`src/rtl/can_mode_pkg.sv`:
```
package can_mode_pkg;
  localparam int MODE_W = 3;

  typedef enum logic [MODE_W-1:0] {
    MD_CFG    = 3'd0,
    MD_NORMAL = 3'd1,
    MD_LISTEN = 3'd2,
    MD_LOOP   = 3'd3,
    MD_ERRREC = 3'd4
  } mode_e;

  localparam logic [MODE_W-1:0] MODE_MAX = 3'd4;

  function automatic logic req_valid(input logic [MODE_W-1:0] code);
    return code <= MODE_MAX;
  endfunction

  function automatic logic is_silent(input mode_e m);
    return (m == MD_CFG) || (m == MD_LISTEN) || (m == MD_LOOP);
  endfunction
endpackage

```
`src/rtl/can_mode_ctrl.sv`:
```
module can_mode_ctrl
  import can_mode_pkg::*;
(
  input  logic              clk_i,
  input  logic              rst_ni,
  input  logic [MODE_W-1:0] req_i,
  input  logic              bus_idle_i,
  output mode_e             mode_o
);
  mode_e mode_q;

  always_ff @(posedge clk_i or negedge rst_ni) begin
    if (!rst_ni)                               mode_q <= MD_CFG;
    else if (bus_idle_i && req_valid(req_i))   mode_q <= mode_e'(req_i);
  end

  assign mode_o = mode_q;


  idle_switch_chk: assert property (@(posedge clk_i) disable iff (!rst_ni)
    (mode_q != $past(mode_q)) |-> $past(bus_idle_i));


  legal_mode_chk: assert property (@(posedge clk_i) disable iff (!rst_ni)
    mode_q <= MODE_MAX);
endmodule

```
`src/rtl/can_pin_mux.sv`:
```
module can_pin_mux
  import can_mode_pkg::*;
(
  input  logic  clk_i,
  input  logic  rst_ni,
  input  mode_e mode_i,
  input  logic  eng_tx_i,
  input  logic  eng_err_flag_i,
  input  logic  pin_rx_i,
  output logic  pin_tx_o,
  output logic  pin_tx_oe_o,
  output logic  eng_rx_o
);
  localparam logic RECESSIVE = 1'b1;

  always_comb begin
    pin_tx_o    = RECESSIVE;
    pin_tx_oe_o = 1'b0;
    eng_rx_o    = RECESSIVE;
    unique case (mode_i)
      MD_NORMAL: begin
        pin_tx_o    = eng_tx_i;
        pin_tx_oe_o = 1'b1;
        eng_rx_o    = pin_rx_i;
      end
      MD_LISTEN: eng_rx_o = pin_rx_i;
      MD_LOOP:   eng_rx_o = eng_tx_i;
      MD_ERRREC: begin
        // error flags never reach the bus
        pin_tx_o    = eng_err_flag_i ? RECESSIVE : eng_tx_i;
        pin_tx_oe_o = 1'b1;
        eng_rx_o    = pin_rx_i;
      end
      default: ;
    endcase
  end


  silent_pin_chk: assert property (@(posedge clk_i) disable iff (!rst_ni)
    is_silent(mode_i) |-> (pin_tx_o && !pin_tx_oe_o));


  loop_rx_chk: assert property (@(posedge clk_i) disable iff (!rst_ni)
    (mode_i == MD_LOOP) |-> (eng_rx_o == eng_tx_i));


  errflag_mask_chk: assert property (@(posedge clk_i) disable iff (!rst_ni)
    (mode_i == MD_ERRREC && eng_err_flag_i) |-> pin_tx_o);
endmodule

```
`src/rtl/can_err_policy.sv`:
```
module can_err_policy
  import can_mode_pkg::*;
(
  input  logic  clk_i,
  input  logic  rst_ni,
  input  mode_e mode_i,
  input  logic  err_evt_i,
  output logic  ack_ignore_o,
  output logic  cnt_hold_o,
  output logic  cnt_clr_o,
  output logic  keep_err_o,
  output logic  copy_part_o,
  output logic  rx_en_o
);
  logic copy_q;
  logic store_err;

  assign store_err    = (mode_i == MD_LISTEN) || (mode_i == MD_ERRREC);
  assign ack_ignore_o = (mode_i == MD_LOOP);
  assign cnt_clr_o    = (mode_i == MD_LISTEN);
  assign cnt_hold_o   = store_err;
  assign keep_err_o   = store_err;
  assign rx_en_o      = (mode_i != MD_CFG);

  always_ff @(posedge clk_i or negedge rst_ni) begin
    if (!rst_ni) copy_q <= 1'b0;
    else         copy_q <= err_evt_i && store_err;
  end

  assign copy_part_o = copy_q;


  copy_cause_chk: assert property (@(posedge clk_i) disable iff (!rst_ni)
    copy_part_o |-> $past(err_evt_i));


  cfg_rx_off_chk: assert property (@(posedge clk_i) disable iff (!rst_ni)
    (mode_i == MD_CFG) |-> (!rx_en_o && !copy_part_o || !rx_en_o));
endmodule

```
`src/rtl/can_mode_gate.sv`:
```
module can_mode_gate
  import can_mode_pkg::*;
(
  input  logic              clk_i,
  input  logic              rst_ni,
  input  logic [MODE_W-1:0] mode_req_i,
  input  logic              bus_idle_i,
  input  logic              eng_tx_i,
  input  logic              eng_err_flag_i,
  input  logic              pin_rx_i,
  input  logic              err_evt_i,
  output logic              pin_tx_o,
  output logic              pin_tx_oe_o,
  output logic              eng_rx_o,
  output logic              ack_ignore_o,
  output logic              cnt_hold_o,
  output logic              cnt_clr_o,
  output logic              keep_err_o,
  output logic              copy_part_o,
  output logic              rx_en_o,
  output logic [MODE_W-1:0] mode_ack_o
);
  mode_e mode;

  can_mode_ctrl u_ctrl (
    .clk_i      (clk_i),
    .rst_ni     (rst_ni),
    .req_i      (mode_req_i),
    .bus_idle_i (bus_idle_i),
    .mode_o     (mode)
  );

  can_pin_mux u_pin (
    .clk_i          (clk_i),
    .rst_ni         (rst_ni),
    .mode_i         (mode),
    .eng_tx_i       (eng_tx_i),
    .eng_err_flag_i (eng_err_flag_i),
    .pin_rx_i       (pin_rx_i),
    .pin_tx_o       (pin_tx_o),
    .pin_tx_oe_o    (pin_tx_oe_o),
    .eng_rx_o       (eng_rx_o)
  );

  can_err_policy u_pol (
    .clk_i        (clk_i),
    .rst_ni       (rst_ni),
    .mode_i       (mode),
    .err_evt_i    (err_evt_i),
    .ack_ignore_o (ack_ignore_o),
    .cnt_hold_o   (cnt_hold_o),
    .cnt_clr_o    (cnt_clr_o),
    .keep_err_o   (keep_err_o),
    .copy_part_o  (copy_part_o),
    .rx_en_o      (rx_en_o)
  );

  assign mode_ack_o = mode;


  normal_pass_chk: assert property (@(posedge clk_i) disable iff (!rst_ni)
    (mode_ack_o == 3'd1) |-> (pin_tx_o == eng_tx_i && eng_rx_o == pin_rx_i && pin_tx_oe_o));
endmodule

```
`config.mk`:
```
export PLATFORM = sky130hd
export DESIGN_NAME = can_mode_gate
export DESIGN_NICKNAME = d
export VERILOG_FILES = /design/src/rtl/can_mode_pkg.sv /design/src/rtl/can_mode_ctrl.sv /design/src/rtl/can_pin_mux.sv /design/src/rtl/can_err_policy.sv /design/src/rtl/can_mode_gate.sv
export SDC_FILE = /design/constraint.sdc
export NUM_CORES = 1
export LEC_CHECK = 0
export ABC_CLOCK_PERIOD_IN_PS = 1200
export BUFFER_PORTS_ARGS = -buffer_cell sky130_fd_sc_hd__buf_2
export CORE_AREA = 5 5 42 44
export DETAILED_ROUTE_END_ITERATION = 10
export DIE_AREA = 0 0 47 49
export GPL_ROUTABILITY_DRIVEN = 0
export PLACE_DENSITY = 0.55
export SLEW_MARGIN = 20
export SYNTH_ARGS = -nofsm -noshare
export SYNTH_HDL_FRONTEND = slang
export SYNTH_SLANG_ARGS = --single-unit
```
`constraint.sdc`:
```
create_clock -name clk_i -period 1.2 [get_ports clk_i]
set_input_delay 0.06 -clock clk_i [delete_from_list [all_inputs] [get_ports clk_i]]
set_output_delay 0.06 -clock clk_i [all_outputs]
set_load 0.005 [all_outputs]
```
==> summary.txt, run 1 <==
Run status
  – Status: finished, violations left
  – Failing checks: negative setup slack

Place
  – Dpl hpwl: between 500 and 600 microns
  – Port bufs: 21
  – Dpl ws: 0.0614 ns
  – Post-placement cell count: a little over 70

Critical path
  – Reg2reg path depth: 4
  – CP max-delay cell: dfrtp_2
  – Flop-to-flop setup slack: around 0.13 ns
  – Crit path cell chain: buf_6 > a211oi_2 > nor3_1 > buf_2
  – R2R Path Start: u_ctrl.mode_o[1]
  – Crit path max fanout: 7
  – Setup crit end kind: output pin
  – R2R Path End: u_pol.copy_part_o
  – Worst EP required: roughly 1.1 ns
  – CP max stage delay: roughly 0.44 ns
  – Worst Path Arrival: roughly 1.2 ns
  – CP Launch Type: flop
  – Setup CP Type: reg2out

Routing
  – Initial DRT Pass Iterations: 4
  – Routed vias: about 340
  – Routed length per placed instance: between 10 and 15 microns
  – Routed Antenna Nets: 0
  – DRT Wirelength: 801 microns
  – Via density: 4.21
  – Initial drt markers: 13
  – DRC viols: 0

Floorplanning
  – Num rows: 14
  – Die height: 49 microns
  – Die X: about 47 microns
  – Initial Util: between 10% and 20%
  – Total core area: around 1400 sq um
  – Die area: 2300 sq um
  – IO Count: 22

Logic synthesis
  – Largest family of logic cells by synthesized area: simple AND/OR/NAND/NOR gates
  – Syn. warnings: 0
  – Mean Syn Cell Area: about 7.6 sq um
  – Synthesized area: 265 sq um
  – Post-synthesis compound-gate area fraction: 13.7%
  – Distinct cells, synth: 18
  – Register area share after synthesis: 37.7%
  – Yosys reg bits: 4
  – Adder-cell area share of the yosys netlist: 0%
  – Mux cell area share after synthesis: 0%
  – Post-Synthesis Cells: 35
  – Post-Synth XOR/XNOR Area: under 10%
  – Simple logic cell fraction of the synthesized area: 36.3%
  – Synth Net Count: between 40 and 50

STA
  – RSZ-0062 raised after global routing: yes
  – Final Skew: 0.00230 ns
  – Min Tclk post-route: roughly 1.3 ns
  – Max-slew headroom: between 80% and 90%
  – Final WS setup: -0.0558 ns
  – Final worst-path cycle share: 105%
  – Worst slew pin tran: 0.209 ns
  – Final hold viol count: 0
  – Final Slew Violations: 0
  – Fmax: 0.796 GHz
  – Final setup vio count: 4

Power
  – Int Power: between 400 and 500 uW
  – Peak VDD IR: roughly 0.31 mV
  – Sw Share: ~30%
  – Flop pwr share: a little under a third
  – Power Density: ~1200 nW/um^2
  – Logic pwr share: between 40% and 50%
  – Switching Power: 176 uW
  – Clock share of power: between 20 and 30%
  – Leakage: around 0.25 nW

Layout
  – Ant diodes: 0
  – Fill cell count: between 150 and 200
  – Commonest cells after routing, fill and taps aside: 21 x buf_2, 5 x nor2_1, 4 x buf_4
  – Area grow syn2layout: 87.3%
  – Post-Layout Cell Count: 80
  – Register Area: 104 sq um
  – Multi-input gate area: around 170 sq um
  – Layout cells sized above 1: around 61%
  – Fin nets: 76
  – Most common cell after layout, fill and taps aside: buf_2

Global routing
  – Pin count of the biggest net entering global routing: 9
  – First-pass GRT wire length: between 1000 and 1500 microns
  – Grt total ovfl: 0
  – M1 GR Usage: between 8 and 9%
  – Initial antenna violation count: 0
  – Number of global-route vias before repair: 281
  – M3 GR Usage: about 1.5%
  – Busiest grt layer: met2
  – GRT Total Usage: between 7 and 8%
  – GR Util met2: 9.05%

Min path
  – Hold Path Depth: 2
  – Min-delay worst type: in2reg
  – Startpoint of the worst hold path: err_evt_i
  – Hold Path End: u_pol.copy_part_o

CTS
  – Worst-skew pair later-pin latency: around 0.23 ns
  – Number of buffers created by CTS: 3
  – Deepest clock path buffer count: 2
  – CTS tree: done
  – Clock Pin Slew Worst Setup and Hold Paths: ~0.04 ns
  – Clock Sinks: 4
  – H-tree levels: 1
  – Root buffer selected by CTS: clkbuf_4

Flow run
  – Max_cap viols: 0
## state kept, by name, summed over array words and instances, names as in the netlist
signal	flops
u_ctrl.mode_o	3
u_pol.copy_part_o	1
## per-layer routing
layer / up-vias / routed length, microns
li1: 178 / -
met1: 148 / 354
met2: 11 / 371
met3: 0 / 75
met4: 0 / 0
met5: - / 0
## stage by stage
step	power [mW]	setup TNS (ns)	utilization [%]	hold WS [ns]	area, sq um
3_3_place_gp	0.358	0	28.0	-0.131	393
2_1_floorplan	0.269	0	-	-0.236	265
6_report	0.578	-0.152	35.4	0.0568	497
5_1_grt	0.631	-0.542	35.4	0.0405	497
3_5_place_dp	0.358	0	28.0	-0.133	393
4_1_cts	0.574	-0.169	34.1	0.0416	478
## worst max-delay path by stage
stage,startpoint,cells past startpoint,slack [ns],to
after floorplan,u_ctrl.mode_o[1],4,0.18,u_pol.copy_part_o
after CTS,u_ctrl.mode_o[1],4,-0.09,eng_rx_o
after global placement,u_ctrl.mode_o[1],4,0.08,eng_rx_o
final,u_ctrl.mode_o[1],4,-0.06,eng_rx_o
after global routing,u_ctrl.mode_o[2],3,-0.15,eng_rx_o
after detailed placement,u_ctrl.mode_o[2],4,0.06,eng_rx_o
## final cells by class
cell class | instances | share of cell area, %
multi-input combinational | 26 | 34.5
sequential | 4 | 20.9
timing repair buffer | 28 | 33.8
tap | 16 | 4.03
inverter | 3 | 2.27
clock buffer | 3 | 4.53
## critical path, delay by kind of cell, from the launching register on
family                 cells  cell delay (ns)
DFF                        1             0.44
buffers and inverters      2             0.27
AOI/OAI and AO/OA          1             0.20
and+or+nand+nor            1             0.06
## power by group through the flow
stage	Clock, mW	Sequential (mW)	Combinational (mW)
floorplan	0	0.172	0.0971
global placement	0	0.178	0.180
finish	0.160	0.183	0.236
detailed placement	0	0.179	0.180
CTS	0.171	0.185	0.218
global route	0.186	0.186	0.259
## what timing repair did
item,4_1_cts,5_1_grt
hold buffers,1,0
resized for setup,10,1
hold endpoints to repair,4,0
setup buffers,2,2
pin swaps,1,1
endpoints found under the setup margin,4,7
## cell families (layout without fill, tap and decap cells)
family	count (synthesis)	after routing
compound gates	6	6
flops	4	4
simple gates	19	19
buf+inv	5	34
xor+xnor	1	1
## cells in the mapped netlist
cell      instances  share of area [%]
a21oi_1           1                1.9
xnor2_1           1                3.3
inv_1             3                4.2
o21ai_0           1                1.9
buf_4             1                2.8
a31oi_1           3                7.1
nand2b_1          2                4.7
nor2b_1           2                4.7
and2_1            1                2.4
or3_2             1                2.8
nor4_1            1                2.4
dfrtp_1           4                 38
nor2_1            5                7.1
nand2_1           3                4.2
nor3_1            3                5.7
a211oi_1          1                2.8
buf_2             1                1.9
nor2_2            1                2.4
Note: power is estimated with default switching activity, not from simulation.
==> run 2: changes to the inputs <==
--- a/config.mk
+++ b/config.mk
@@ -5,6 +5,7 @@
 export SDC_FILE = /design/constraint.sdc
 export NUM_CORES = 1
 export LEC_CHECK = 0
+export ABC_AREA = 1
 export ABC_CLOCK_PERIOD_IN_PS = 1200
 export BUFFER_PORTS_ARGS = -buffer_cell sky130_fd_sc_hd__buf_2
 export CORE_AREA = 5 5 42 44
==> constraint.sdc (replaced) <==
create_clock -name clk_i -period 1.2 [get_ports clk_i]
set_input_delay 0.06 -clock clk_i [delete_from_list [all_inputs] [get_ports clk_i]]
set_output_delay 0.06 -clock clk_i [all_outputs]
set_load 0.02 [all_outputs]
==> run 2 against run 1 <==
The flow still finishes with violations (negative setup slack). Hold slack better by 0.026 ns. Cell area up 16%. Core utilization up 5.7 points. Global-route usage grew 0.76 points. Maximum frequency is 3.8% lower. Setup slack worse by 0.049 ns.
==> summary.txt, run 2 <==
Layout
  – Fin nets: between 80 and 90
  – Post-Layout Cell Count: slightly below 90
  – Max reg flops: 3
  – Area grow syn2layout: 115%
  – Layout cells sized above 1: 74.0%
  – Commonest cells after routing, fill and taps aside: 15 x buf_2, 10 x nand2_1, 7 x nand2_2, 7 x buf_6, 6 x buf_4
  – Most common cell after layout, fill and taps aside: buf_2
  – Ant diodes: 0
  – Post-layout util: between 40 and 50%

Floorplanning
  – IO Count: 22
  – Die X: 47 microns
  – Initial Util: 19.1%
  – Num rows: 14
  – Die height: 49 microns
  – Die area: 2300 sq um
  – Total core area: about 1400 sq um

Global routing
  – Initial antenna violation count: 0
  – GRT Total Usage: under 10%
  – GR Util met2: a little under an eighth
  – Grt total ovfl: 0
  – First-pass GRT wire length: ~1400 microns
  – M1 GR Usage: under 10%
  – Pin count of the biggest net entering global routing: 9
  – Number of global-route vias before repair: roughly 340
  – Busiest grt layer: met2
  – M3 GR Usage: about 3.7%

Min path
  – Hold Path Depth: 3
  – Min-delay worst type: in2reg
  – Startpoint of the worst hold path: mode_req_i[1]
  – Hold Path End: u_ctrl.mode_o[1]

Place
  – Dpl ws: 0.0833 ns
  – Port bufs: 21
  – Post-placement cell count: between 70 and 80
  – Dpl hpwl: 604 microns

Critical path
  – Flop-to-flop setup slack: 0.13 ns
  – CP Launch Point: u_ctrl.mode_o[1]
  – CP Launch Type: flop
  – R2R Path Start: u_ctrl.mode_o[2]
  – Setup crit end kind: output pin
  – Worst EP required: roughly 1.1 ns
  – Crit path cell chain: nor2_4 > nand2_2 > nand3_2 > nand2_1 > nand2_1 > buf_6
  – R2R Path End: u_pol.copy_part_o
  – CP max-delay cell: dfrtp_2
  – CP max stage delay: ~0.47 ns
  – Setup CP Type: reg2out
  – Crit-path leading delay family: flip-flops
  – Worst Path Arrival: about 1.3 ns
  – Crit path max fanout: 6
  – Reg2reg path depth: 4
  – CP Buf/Inv Count: 1
  – Worst path most repeated cell: nand2_1

STA
  – Worst slew pin tran: around 0.24 ns
  – Hold Slack: 0.0825 ns
  – Final WS setup: -0.105 ns
  – RSZ-0062 raised after global routing: yes
  – Final worst-path cycle share: 109%
  – Final Skew: about 0.0027 ns
  – Final setup vio count: 5
  – Max-slew headroom: between 80% and 90%
  – Final hold viol count: 0
  – Fmax: around 0.77 GHz
  – Final Slew Violations: 0
  – Min Tclk post-route: 1.31 ns

Power
  – Power Density: 1330 nW/um^2
  – Peak VDD IR: just over 0.6 mV
  – Leakage: 0.322 nW
  – Final Power: ~770 uW

Logic synthesis
  – Post-Synthesis Cells: 42
  – Cell taking the most area after synthesis: dfrtp_1
  – Yosys reg bits: 4
  – Top cells by count, synth: 17 x nand2_1, 8 x nand3_1, 4 x dfrtp_1, 3 x inv_1
  – Most numerous cell in the Yosys netlist: nand2_1
  – Mean Syn Cell Area: 6.38 sq um
  – Syn. warnings: 0
  – Distinct cells, synth: 12
  – Largest cells by area after synthesis: dfrtp_1 37%, nand2_1 24%, nand3_1 15%
  – Register area share after synthesis: between 30% and 40%
  – Main synth FF type: dfrtp_1
  – Post-synth EDFFs: 0
  – Async SR Flop Fraction: 100%
  – Synth Net Count: 52
  – Yosys top cell area share: a little under two fifths
  – Synthesized area: 268 sq um

CTS
  – Deepest clock path buffer count: 2
  – Clock Pin Slew Worst Setup and Hold Paths: 0.03 ns
  – Worst-skew pair later-pin latency: 0.23 ns
  – CTS tree: done
  – Clock Sinks: 4
  – Root buffer selected by CTS: clkbuf_4
  – H-tree levels: 1
  – Number of buffers created by CTS: 3

Routing
  – Initial DRT Pass Iterations: 4
  – Routed length per placed instance: around 10 microns
  – Routed Antenna Nets: 0
  – DRT Wirelength: around 900 microns
  – Initial drt markers: 3
  – Routed vias: roughly 370
  – DRC viols: 0
  – Via density: 4.12

Run status
  – Failing checks: negative setup slack
  – Status: finished, violations left

Flow run
  – Max_cap viols: 0
-- run 2: how the worst max path moves through the flow --
stage                     endpoint  slack (ns)  cells past startpoint
after floorplan           eng_rx_o        0.06                      4
after detailed placement  eng_rx_o        0.08                      6
after global placement    eng_rx_o        0.08                      6
after CTS                 pin_tx_o       -0.08                      5
final                     eng_rx_o       -0.11                      6
after global routing      eng_rx_o       -0.16                      6
-- run 2: report_power, final --
group          internal [mW]  leakage (nW)  switching (mW)
Combinational          0.193         0.262           0.214
Sequential             0.155        0.0469          0.0456
Clock                  0.112        0.0138          0.0509
-- run 2: timing repair --
item                       4_1_cts  5_1_grt
hold buffers                     1        0
setup endpoints to repair        7        7
pin swaps                        4        3
cloned                           0        0
hold endpoints to repair         4        0
buffers inserted                 4        2
resized for setup               17       16
-- run 2: metal layers --
metal | vias up | routed length [microns]
met5 | - | 0
met4 | 0 | 0
met3 | 0 | 80
met2 | 16 | 461
met1 | 156 | 383
li1 | 195 | -
-- run 2: area by class of cell --
class	count	area, sq um
multi-input combinational	32	203
clock buffer	3	22.5
fill	154	825
timing repair buffer	29	209
tap	16	20.0
inverter	5	18.8
sequential	4	104
-- run 2: kinds of logic (layout without fill, tap and decap cells) --
logic type | after synthesis | in the layout | share of synthesized area [%]
flip-flops | 4 | 4 | 37.4
AO/OA/AOI/OAI | 3 | 3 | 6.54
AND/OR/NAND/NOR | 29 | 29 | 46.3
buffers and inverters | 6 | 37 | 9.81
-- run 2: through the flow --
stage | setup TNS, ns | cell area [sq um]
6_report | -0.304 | 577
5_1_grt | -0.692 | 577
3_3_place_gp | 0 | 398
2_1_floorplan | 0 | 273
3_5_place_dp | 0 | 398
4_1_cts | -0.179 | 508
-- run 2: worst register-to-register path, delay by kind of cell (launching register included) --
family                 cells  cell delay [ns]
AOI/OAI and AO/OA          1             0.14
buffers and inverters      1             0.14
DFF                        1             0.48
and+or+nand+nor            2             0.23
==> run 3: changes to the inputs <==
--- a/config.mk
+++ b/config.mk
@@ -6,13 +6,13 @@
 export NUM_CORES = 1
 export LEC_CHECK = 0
 export ABC_AREA = 1
-export ABC_CLOCK_PERIOD_IN_PS = 1200
+export ABC_CLOCK_PERIOD_IN_PS = 1100
 export BUFFER_PORTS_ARGS = -buffer_cell sky130_fd_sc_hd__buf_2
 export CORE_AREA = 5 5 42 44
 export DETAILED_ROUTE_END_ITERATION = 10
 export DIE_AREA = 0 0 47 49
 export GPL_ROUTABILITY_DRIVEN = 0
-export PLACE_DENSITY = 0.55
+export PLACE_DENSITY = 0.57
 export SLEW_MARGIN = 20
 export SYNTH_ARGS = -nofsm -noshare
 export SYNTH_HDL_FRONTEND = slang
==> constraint.sdc (replaced) <==
create_clock -name clk_i -period 1.1 [get_ports clk_i]
set_input_delay 0.055 -clock clk_i [delete_from_list [all_inputs] [get_ports clk_i]]
set_output_delay 0.055 -clock clk_i [all_outputs]
set_load 0.02 [all_outputs]
==> run 3 against run 2 <==
The run still ends with negative setup slack left. Cell area increased by 2.0%. Power increased by 13%. Clock-buffer cell count increased by 1. Via count increased by 3.5%. Cell count increased by 1.1%. Largest cell class unchanged.
==> summary.txt, run 3 (synthesis gave the netlist of run 2 again) <==
Run status
  – Status: finished, violations left
  – Failing checks: negative setup slack

Routing
  – DRC viols: 0
  – Initial drt markers: 2
  – Routed length per placed instance: between 9 and 10 microns
  – DRT Wirelength: between 800 and 900 microns
  – Initial DRT Pass Iterations: 2
  – Routed vias: 380
  – Routed Antenna Nets: 0
  – Via density: about 4.2

Layout
  – Area grow syn2layout: 120%
  – Commonest cells after routing, fill and taps aside: 12 x buf_2, 11 x nand2_1, 9 x buf_6
  – Most common cell after layout, fill and taps aside: buf_2
  – Ant diodes: 0
  – Post-Layout Cell Count: 90
  – Layout cells sized above 1: a little over two thirds
  – Fin nets: 85
  – Final instance area: just under 600 sq um
  – Max reg flops: 3

STA
  – Setup TNS: -1.02 ns
  – Final worst-path cycle share: 118%
  – RSZ-0062 raised after global routing: yes
  – Fmax: between 0.7 and 0.8 GHz
  – Final Skew: just over 0.006 ns
  – Final WS setup: -0.198 ns
  – Max-slew headroom: between 80 and 90%
  – Min Tclk post-route: between 1 and 1.5 ns
  – Worst slew pin tran: between 0.2 and 0.25 ns
  – Final setup vio count: 7
  – Final hold viol count: 0
  – Final Slew Violations: 0

CTS
  – Clock Sinks: 4
  – Deepest clock path buffer count: 2
  – H-tree levels: 1
  – Worst-skew pair later-pin latency: between 0.2 and 0.25 ns
  – Root buffer selected by CTS: clkbuf_4
  – Clock Pin Slew Worst Setup and Hold Paths: 0.04 ns
  – CTS tree: done
  – Number of buffers created by CTS: 3

Floorplanning
  – Total core area: 1400 sq um
  – Initial Util: a little under a fifth
  – Die area: between 2000 and 2500 sq um
  – Die X: 47 microns
  – Die height: between 40 and 50 microns
  – IO Count: 22
  – Num rows: 14

Critical path
  – Setup CP Type: reg2out
  – Setup crit end kind: output pin
  – Worst Path Arrival: about 1.2 ns
  – Crit path max fanout: 6
  – Worst EP required: about 1.0 ns
  – CP Launch Type: flop

Place
  – Port bufs: 21
  – Dpl ws: -0.00473 ns
  – Placed Instance Area: just over 400 sq um
  – Dpl hpwl: slightly above 600 microns
  – Post-placement cell count: 79

Global routing
  – Pin count of the biggest net entering global routing: 8
  – GRT Total Usage: between 7 and 8%
  – Initial antenna violation count: 0
  – Grt total ovfl: 0
  – First-pass GRT wire length: between 1000 and 1500 microns
  – Number of global-route vias before repair: 346

Power
  – Leakage: roughly 0.32 nW
  – Peak VDD IR: approximately 0.62 mV
  – Power Density: ~1500 nW/um^2

Flow run
  – Max_cap viols: 0

Min path
  – Min-delay worst type: in2reg
==> run 3: final timing paths <==
path                             startpoint  cells after the start           endpoint  slack [ns]
setup / recovery           u_ctrl.mode_o[1]                      6           eng_rx_o       -0.20
hold / removal                mode_req_i[0]                      3   u_ctrl.mode_o[0]        0.06
setup reg to reg           u_ctrl.mode_o[0]                      4  u_pol.copy_part_o        0.04
hold reg to reg            u_ctrl.mode_o[2]                      2  u_pol.copy_part_o        0.68
max in group asynchronous            rst_ni                      2   u_ctrl.mode_o[2]        0.82
min in group asynchronous            rst_ni                      2   u_ctrl.mode_o[1]        0.15
==> run 3: timing repair <==
item                                    in CTS  in global routing
cloned                                       0                  0
buffers inserted                             5                  1
resized for setup                           17                 17
hold buffers                                 1                  0
endpoints found under the setup margin       7                  9
pin swaps                                    0                  8
endpoints found under the hold margin        4                  0
==> run 3: power by group <==
part	total, mW	internal [mW]	switching, mW
sequential	0.206	0.169	0.0373
clock	0.206	0.137	0.0696
combinational	0.456	0.221	0.235
==> run 3: per-layer routing <==
| layer | GRT usage, % | wire length (microns) | vias to the layer above |
|---|---|---|---|
| met5 | 0 | 0 | - |
| met4 | 5.53 | 0 | 0 |
| met3 | 2.95 | 97 | 0 |
| met2 | 10.2 | 420 | 15 |
| met1 | 9.31 | 311 | 166 |
| li1 | - | - | 199 |
==> run 3: final cells by class <==
type                            count  area [sq um]
Clock buffer                        4          26.3
Fill cell                         162           813
Inverter                            5          18.8
Multi-Input combinational cell     32           195
Sequential cell                     4           104
Tap cell                           16          20.0
Timing Repair Buffer               29           224
==> run 3: critical path, cell delays in order (launching register included) <==
cell and delay, ns:
dfrtp_2 0.46, nor2_4 0.15, nand2_2 0.09, nand3_2 0.07, nand2_1 0.05, nand2_1 0.07
buf_6 0.11
==> run 3: metrics by stage <==
| step | power (mW) | utilization [%] | hold slack, ns |
|---|---|---|---|
| finish | 0.869 | 42.0 | 0.0603 |
| global route | 0.936 | 42.0 | 0.0628 |
| CTS | 0.825 | 37.7 | 0.0491 |
| detailed placement | 0.502 | 28.8 | -0.134 |
| global placement | 0.502 | 28.8 | -0.137 |
| floorplan | 0.397 | - | -0.241 |
